`config.mk`:
```
export PLATFORM = sky130hd
export DESIGN_NAME = dbg_psr_guard
export DESIGN_NICKNAME = d
export VERILOG_FILES = /design/src/rtl/dbg_psr_pkg.sv /design/src/rtl/dbg_perm_eval.sv /design/src/rtl/dbg_psr_reg.sv /design/src/rtl/dbg_scr_reg.sv /design/src/rtl/dbg_psr_guard.sv
export SDC_FILE = /design/constraint.sdc
export NUM_CORES = 1
export LEC_CHECK = 0
export BUFFER_PORTS_ARGS = -buffer_cell sky130_fd_sc_hd__buf_2
export CAP_MARGIN = 20
export CORE_ASPECT_RATIO = 2
export CORE_UTILIZATION = 48
export DETAILED_ROUTE_END_ITERATION = 8
export PLACE_DENSITY_LB_ADDON = 0.2
export SYNTH_ARGS = -nofsm -noshare
export SYNTH_HDL_FRONTEND = slang
export SYNTH_SLANG_ARGS = --single-unit
```
`constraint.sdc`:
```
create_clock -name clk -period 3.9 [get_ports clk]
set_input_delay 0.585 -clock clk [delete_from_list [all_inputs] [get_ports clk]]
set_output_delay 0.585 -clock clk [all_outputs]
set_load 0.01 [all_outputs]
```
`src/rtl/dbg_psr_pkg.sv`:
```
package dbg_psr_pkg;
  localparam int unsigned XLEN    = 32;
  localparam int unsigned MODE_W  = 5;
  localparam int unsigned MASK_LO = 6;
  localparam int unsigned MASK_HI = 8;
  localparam int unsigned NS_POS  = 0;

  localparam logic [MODE_W-1:0] MODE_USR = 5'b10000;
  localparam logic [MODE_W-1:0] MODE_MON = 5'b10110;
  localparam logic [XLEN-1:0]   PSR_RST  = 32'h0000_01D3;
  localparam logic [XLEN-1:0]   SCR_RST  = '0;

  typedef struct packed {
    logic to_mon_ok;   // mode field may become Monitor
    logic priv_ok;     // mask bits and non-Monitor mode change allowed
    logic scr_ok;      // configuration word may be written
  } perm_t;
endpackage

```
`src/rtl/dbg_perm_eval.sv`:
```
module dbg_perm_eval
  import dbg_psr_pkg::*;
(
  input  logic [MODE_W-1:0] cur_mode,
  input  logic              ns_bit,
  input  logic              dbg_en,
  input  logic              spid_en,
  output perm_t             perm
);
  logic in_mon, in_usr, secure, both_en;

  always_comb begin
    in_mon  = (cur_mode == MODE_MON);
    in_usr  = (cur_mode == MODE_USR);
    // Monitor counts as secure regardless of the world bit
    secure  = !ns_bit || in_mon;
    both_en = dbg_en && spid_en;
    perm.to_mon_ok = both_en || (secure && !in_usr);
    perm.priv_ok   = both_en || !(secure && in_usr);
    perm.scr_ok    = secure && (!in_usr || both_en);
  end
endmodule

```
`src/rtl/dbg_psr_reg.sv`:
```
module dbg_psr_reg
  import dbg_psr_pkg::*;
#(
  parameter int unsigned W = XLEN
) (
  input  logic         clk,
  input  logic         rst_n,
  input  logic         wr_en,
  input  logic [W-1:0] wdata,
  input  perm_t        perm,
  output logic [W-1:0] q
);
  localparam logic [W-1:0] MASK_FIELD = ((W'(1) << (MASK_HI + 1)) - (W'(1) << MASK_LO));
  localparam logic [W-1:0] MODE_FIELD = (W'(1) << MODE_W) - W'(1);

  logic         mode_allow;
  logic [W-1:0] upd_mask;
  logic [W-1:0] nxt;

  always_comb begin
    mode_allow = (wdata[MODE_W-1:0] == MODE_MON) ? perm.to_mon_ok : perm.priv_ok;
    upd_mask   = '1;
    if (!perm.priv_ok) upd_mask = upd_mask & ~MASK_FIELD;
    if (!mode_allow)   upd_mask = upd_mask & ~MODE_FIELD;
    nxt = (wdata & upd_mask) | (q & ~upd_mask);
  end

  always_ff @(posedge clk) begin
    if (!rst_n)     q <= W'(PSR_RST);
    else if (wr_en) q <= nxt;
  end

  // unprivileged fields always follow the write data
  p_flags_written_r3: assert property (@(posedge clk) disable iff (!rst_n)
    wr_en |=> q[W-1:MASK_HI+1] == $past(wdata[W-1:MASK_HI+1]));

  // refused mask update keeps the masks
  p_masks_kept_r5: assert property (@(posedge clk) disable iff (!rst_n)
    (wr_en && !perm.priv_ok) |=> $stable(q[MASK_HI:MASK_LO]));

  // refused move to Monitor keeps the mode
  p_mon_refused_r7: assert property (@(posedge clk) disable iff (!rst_n)
    (wr_en && !perm.to_mon_ok && wdata[MODE_W-1:0] == MODE_MON)
      |=> $stable(q[MODE_W-1:0]));
endmodule

```
`src/rtl/dbg_scr_reg.sv`:
```
module dbg_scr_reg
  import dbg_psr_pkg::*;
#(
  parameter int unsigned W = XLEN
) (
  input  logic         clk,
  input  logic         rst_n,
  input  logic         wr_req,
  input  logic [W-1:0] wdata,
  input  logic         allow,
  output logic [W-1:0] q,
  output logic         undef_o
);
  always_ff @(posedge clk) begin
    if (!rst_n) begin
      q       <= W'(SCR_RST);
      undef_o <= 1'b0;
    end else begin
      if (wr_req && allow) q <= wdata;
      undef_o <= wr_req && !allow;
    end
  end

  // a pulse means the word did not move
  p_undef_keeps_scr_r10: assert property (@(posedge clk) disable iff (!rst_n)
    undef_o |-> $stable(q));

  // an accepted write lands
  p_scr_applied_r9: assert property (@(posedge clk) disable iff (!rst_n)
    (wr_req && allow) |=> (q == $past(wdata)) && !undef_o);
endmodule

```
`src/rtl/dbg_psr_guard.sv`:
```
module dbg_psr_guard
  import dbg_psr_pkg::*;
(
  input  logic            clk,
  input  logic            rst_n,
  input  logic            halted,
  input  logic            dbg_en,
  input  logic            spid_en,
  input  logic            psr_wr_valid,
  input  logic [XLEN-1:0] psr_wr_data,
  input  logic            scr_wr_valid,
  input  logic [XLEN-1:0] scr_wr_data,
  output logic [XLEN-1:0] psr_q,
  output logic [XLEN-1:0] scr_q,
  output logic            undef_pulse
);
  perm_t perm;
  logic  psr_we, scr_req;

  assign psr_we  = halted && psr_wr_valid;
  assign scr_req = halted && scr_wr_valid;

  dbg_perm_eval u_perm (
    .cur_mode (psr_q[MODE_W-1:0]),
    .ns_bit   (scr_q[NS_POS]),
    .dbg_en   (dbg_en),
    .spid_en  (spid_en),
    .perm     (perm)
  );

  dbg_psr_reg #(.W(XLEN)) u_psr (
    .clk   (clk),
    .rst_n (rst_n),
    .wr_en (psr_we),
    .wdata (psr_wr_data),
    .perm  (perm),
    .q     (psr_q)
  );

  dbg_scr_reg #(.W(XLEN)) u_scr (
    .clk     (clk),
    .rst_n   (rst_n),
    .wr_req  (scr_req),
    .wdata   (scr_wr_data),
    .allow   (perm.scr_ok),
    .q       (scr_q),
    .undef_o (undef_pulse)
  );

  // outside debug state nothing moves
  p_idle_no_effect_r2: assert property (@(posedge clk) disable iff (!rst_n)
    !halted |=> $stable(psr_q) && $stable(scr_q) && !undef_pulse);

  // in Monitor, configuration writes are never refused
  p_mon_scr_ok_r8: assert property (@(posedge clk) disable iff (!rst_n)
    (halted && scr_wr_valid && psr_q[MODE_W-1:0] == MODE_MON) |=> !undef_pulse);

  // non-secure non-Monitor configuration writes always refused
  p_ns_scr_refused_r9: assert property (@(posedge clk) disable iff (!rst_n)
    (halted && scr_wr_valid && scr_q[NS_POS] && psr_q[MODE_W-1:0] != MODE_MON)
      |=> undef_pulse);
endmodule

```
# Word level (Yosys, flattened, before mapping)
# Index checks and enable logic that the tools add are counted.
# totals
ff_bits	65
out_inout_bits	65
inputBits	71
elab_cells	29
# classes
mux	3
reduce_logical	16
n_eq_ne	3
n_bitwise	4
# op_table
cell	n
bitwise AND 32 bit	2
inverter 32 bit	1
OR 32 bit	1
== test 5 bit (second input constant)	3
2-to-1 mux 9 bit	1
logical AND 1 bit	8
2-to-1 mux 5 bit	1
zero test 1 bit	4
logical OR 1 bit	4
2-to-1 mux 1 bit	1

# Depth between registers and ports, before layout
# logic_depth
depth_word	10
mapped_depth	5
ltp_nobuf	4

# Cells and area by module
# A second synthesis with hierarchy kept.
# unflattened
cells_unflattened	281
hier_area_um2	2773.9
# by_module_without_submodules
module	cells_each	seq_area_each_um2	instances	area_each_um2
dbg_scr_reg	150	660.6	1	1412.6
dbg_psr_reg	119	640.6	1	1272.5
dbg_perm_eval	10	0.0	1	76.3
dbg_psr_guard	2	0.0	1	12.5

# Least setup slack after synthesis
# Ideal clock, no wire load.
# synth_timing
kind	input port to flip-flop
from	in halted
to	reg with a tool-made name
cell_stages	4
path_buffers	0
setup_time_ns	0.120
required_time_ns	3.780
slack_ns	2.073
t_arrival_ns	1.707
path_cell_list	nand2_1 -> a21oi_1 -> o31ai_1 -> a211o_2
# synth_lines
element	line	source
start, declared	dbg_psr_guard.sv:6	input logic halted,

==> out/results.ini <==
[clock_network]
insertion_delay_ps = 330
post_cts_resized = 0
cts_tree = done
htree_levels = 3
cts-root-buf = clkbuf_8
cts_setup_buffers = 0
clock-sinks = 65
cts_hold_buf = 0
tritoncts.num_buffers = 9
path_clk_slew_ps = 70
cts_buffer_depth = 2

[final_layout]
area_growth_pct = 33.8
nets = 490
drive_gt1_share_pct = 37.7
diodes = 0
seq_area_um2 = 1300
multi_input_area_um2 = 1120
fillerInstances = 492

[power_and_ir_drop]
power_density_nw_per_um2 = 426
leakage_nw = 1.63
vdd_drop_max_uv = 301
p_total_mw = 1.45

[detailed_routing]
drc = 0
firstDrtPassIters = 4
wirelength_um = 5670
viasPerCell = 4.91
ant_nets = 0
wire_per_inst_um = 11.8
vias = 2367
drt_first_iter_violations = 47

[timing]
skew_ps = 6.41
final.period_utilization_pct = 50.3
setup_viol = 0
final-hold-violation-count = 0
fin_tns_setup_ps = 0
layout_min_cycle_time_ps = 1960
max_slew.worst_pin.slew_ps = 798
rsz0062_at_grt = no
slew_violations = 0
slew_headroom_pct = 46.8
max_freq_mhz = 510

[hold_path]
holdPathEnd = u_psr.q[11]
hp-start = u_psr.q[11]
min_path_type = reg -> reg
hold_depth = 2

[critical_path]
cp.arrival_ps = 2220
r2r_slack_ps = 1940
end_kind = flop
startpoint_type = flop
r2r-end = u_scr.q[10]
worstRegToRegCells = 5
cp.required_ps = 4160
path_max_fanout = 32
crit_type = reg -> reg

[global_route]
antenna_found_initial = 0
grt_max_degree = 40
grt_pass1_vias = 2176
grt_overflow = 0
grt_pass1_wl_um = 8710
track_usage_pct = 21.0

[logic_synthesis]
yosys.area.top_type = dfxtp_1
yosysTopAreaCellShare_pct = 51.3
yosysMostFrequentCell = nand2_1
netlist_instances = 289
synth_area_um2 = 2540
synthDistinctLibCells = 26
ys_ff_latch = 65
synth_area_leaders = dfxtp_1 (51%), nand2_1 (18%), mux2i_1 (15%), a21oi_1 (4.9%), clkbuf_1 (1.9%)
synth_ff_type = dfxtp_1
syn-num-nets = 360
yosysSeqAreaShare_pct = 51.3
synthArstFlopShare_pct = 0
synth_warnings = 0
synth_common_cells = nand2_1 (123), dfxtp_1 (65), mux2i_1 (37)
avgSynthCellArea_um2 = 8.78
synth_edf_count = 0

[floorplanning]
initial_utilization_pct = 49.9
io_pins = 136
core_area_um2 = 5090
die_h_um = 105
die_area_um2 = 5600
fp.dieW_um = 53.4
rows = 37

[status]
outcome = complete, no violations

[run]
cap_violations = 0

[place]
gp_congestion = 0.856
io_buffer_count = 135
dp_hpwl_um = 4270

==> final cells by class <==
cell class / count / area share (%)
Inverter: 1 / 0.111
Clock buffer: 9 / 3.65
Multi-Input combinational cell: 204 / 33.1
Tap cell: 58 / 2.14
Clock inverter: 7 / 2.10
Timing Repair Buffer: 138 / 20.6
Sequential cell: 65 / 38.3
==> kinds of logic after synthesis <==
| family | share of synthesized area, % |
|---|---|
| compound gates | 8.58 |
| buf+inv | 4.44 |
| flops | 51.3 |
| mux | 14.6 |
| simple gates | 21.1 |
==> worst max-delay path: stages, from the launching register on <==
cell and delay, ps:
dfxtp_1 360, or3b_4 400, o21a_4 230, nor3_4 160, buf_4 470, mux2i_1 260
==> cell usage in the layout, fill, tap and decap left out, drive strengths merged <==
| cell | n |
|---|---|
| and2b | 1 |
| inv | 1 |
| nand2 | 123 |
| nand3b | 2 |
| o31a | 1 |
| nor2 | 1 |
| clkbuf | 9 |
| a221o | 1 |
| bufinv | 1 |
| a211o | 2 |
| and2 | 1 |
| clkinvlp | 3 |
| a211oi | 1 |
| dfxtp | 65 |
| o21ai | 1 |
| nor3 | 2 |
| o31ai | 1 |
| a21oi | 25 |
| mux2i | 37 |
| o21a | 1 |
| clkinv | 3 |
| o311a | 2 |
| or3b | 1 |
| buf | 138 |
| nor4b | 1 |
==> stage by stage <==
step / instance area (um2) / hold slack, ps / utilization (%) / setup WS [ps] / cells
after floorplan: 2540 / 479 / - / 2070 / 289
after global placement: 3200 / 438 / 62.9 / 1620 / 466
after detailed placement: 3200 / 443 / 62.9 / 1600 / 466
after CTS: 3400 / 453 / 66.7 / 1910 / 482
after global routing: 3400 / 468 / 66.7 / 1790 / 482
final: 3400 / 449 / 66.7 / 1940 / 482
==> layer usage <==
metal	vias up	part of all wire [%]	GRT usage, %
met5	-	0	0
met4	0	2.8	11.5
met3	17	7.3	6.84
met2	93	53	37.8
met1	1046	37	19.1
li1	1211	-	-
==> power breakdown <==
part           switching [mW]  leakage (nW)  internal (mW)  total (mW)
combinational          0.0965          1.00         0.0851       0.182
clock                   0.256        0.0912          0.293       0.550
sequential             0.0184         0.532          0.698       0.716
total                   0.371          1.63           1.08        1.45
==> worst max path at each step <==
stage | to | start | depth (start not counted)
final | u_scr.q[10] | flop | 5
after global routing | u_scr.q[10] | flop | 5
after CTS | u_scr.q[10] | flop | 5
after detailed placement | flop | halted | 6
after global placement | flop | halted | 6
after floorplan | flop | halted | 4
(Power assumes the default switching activity.)
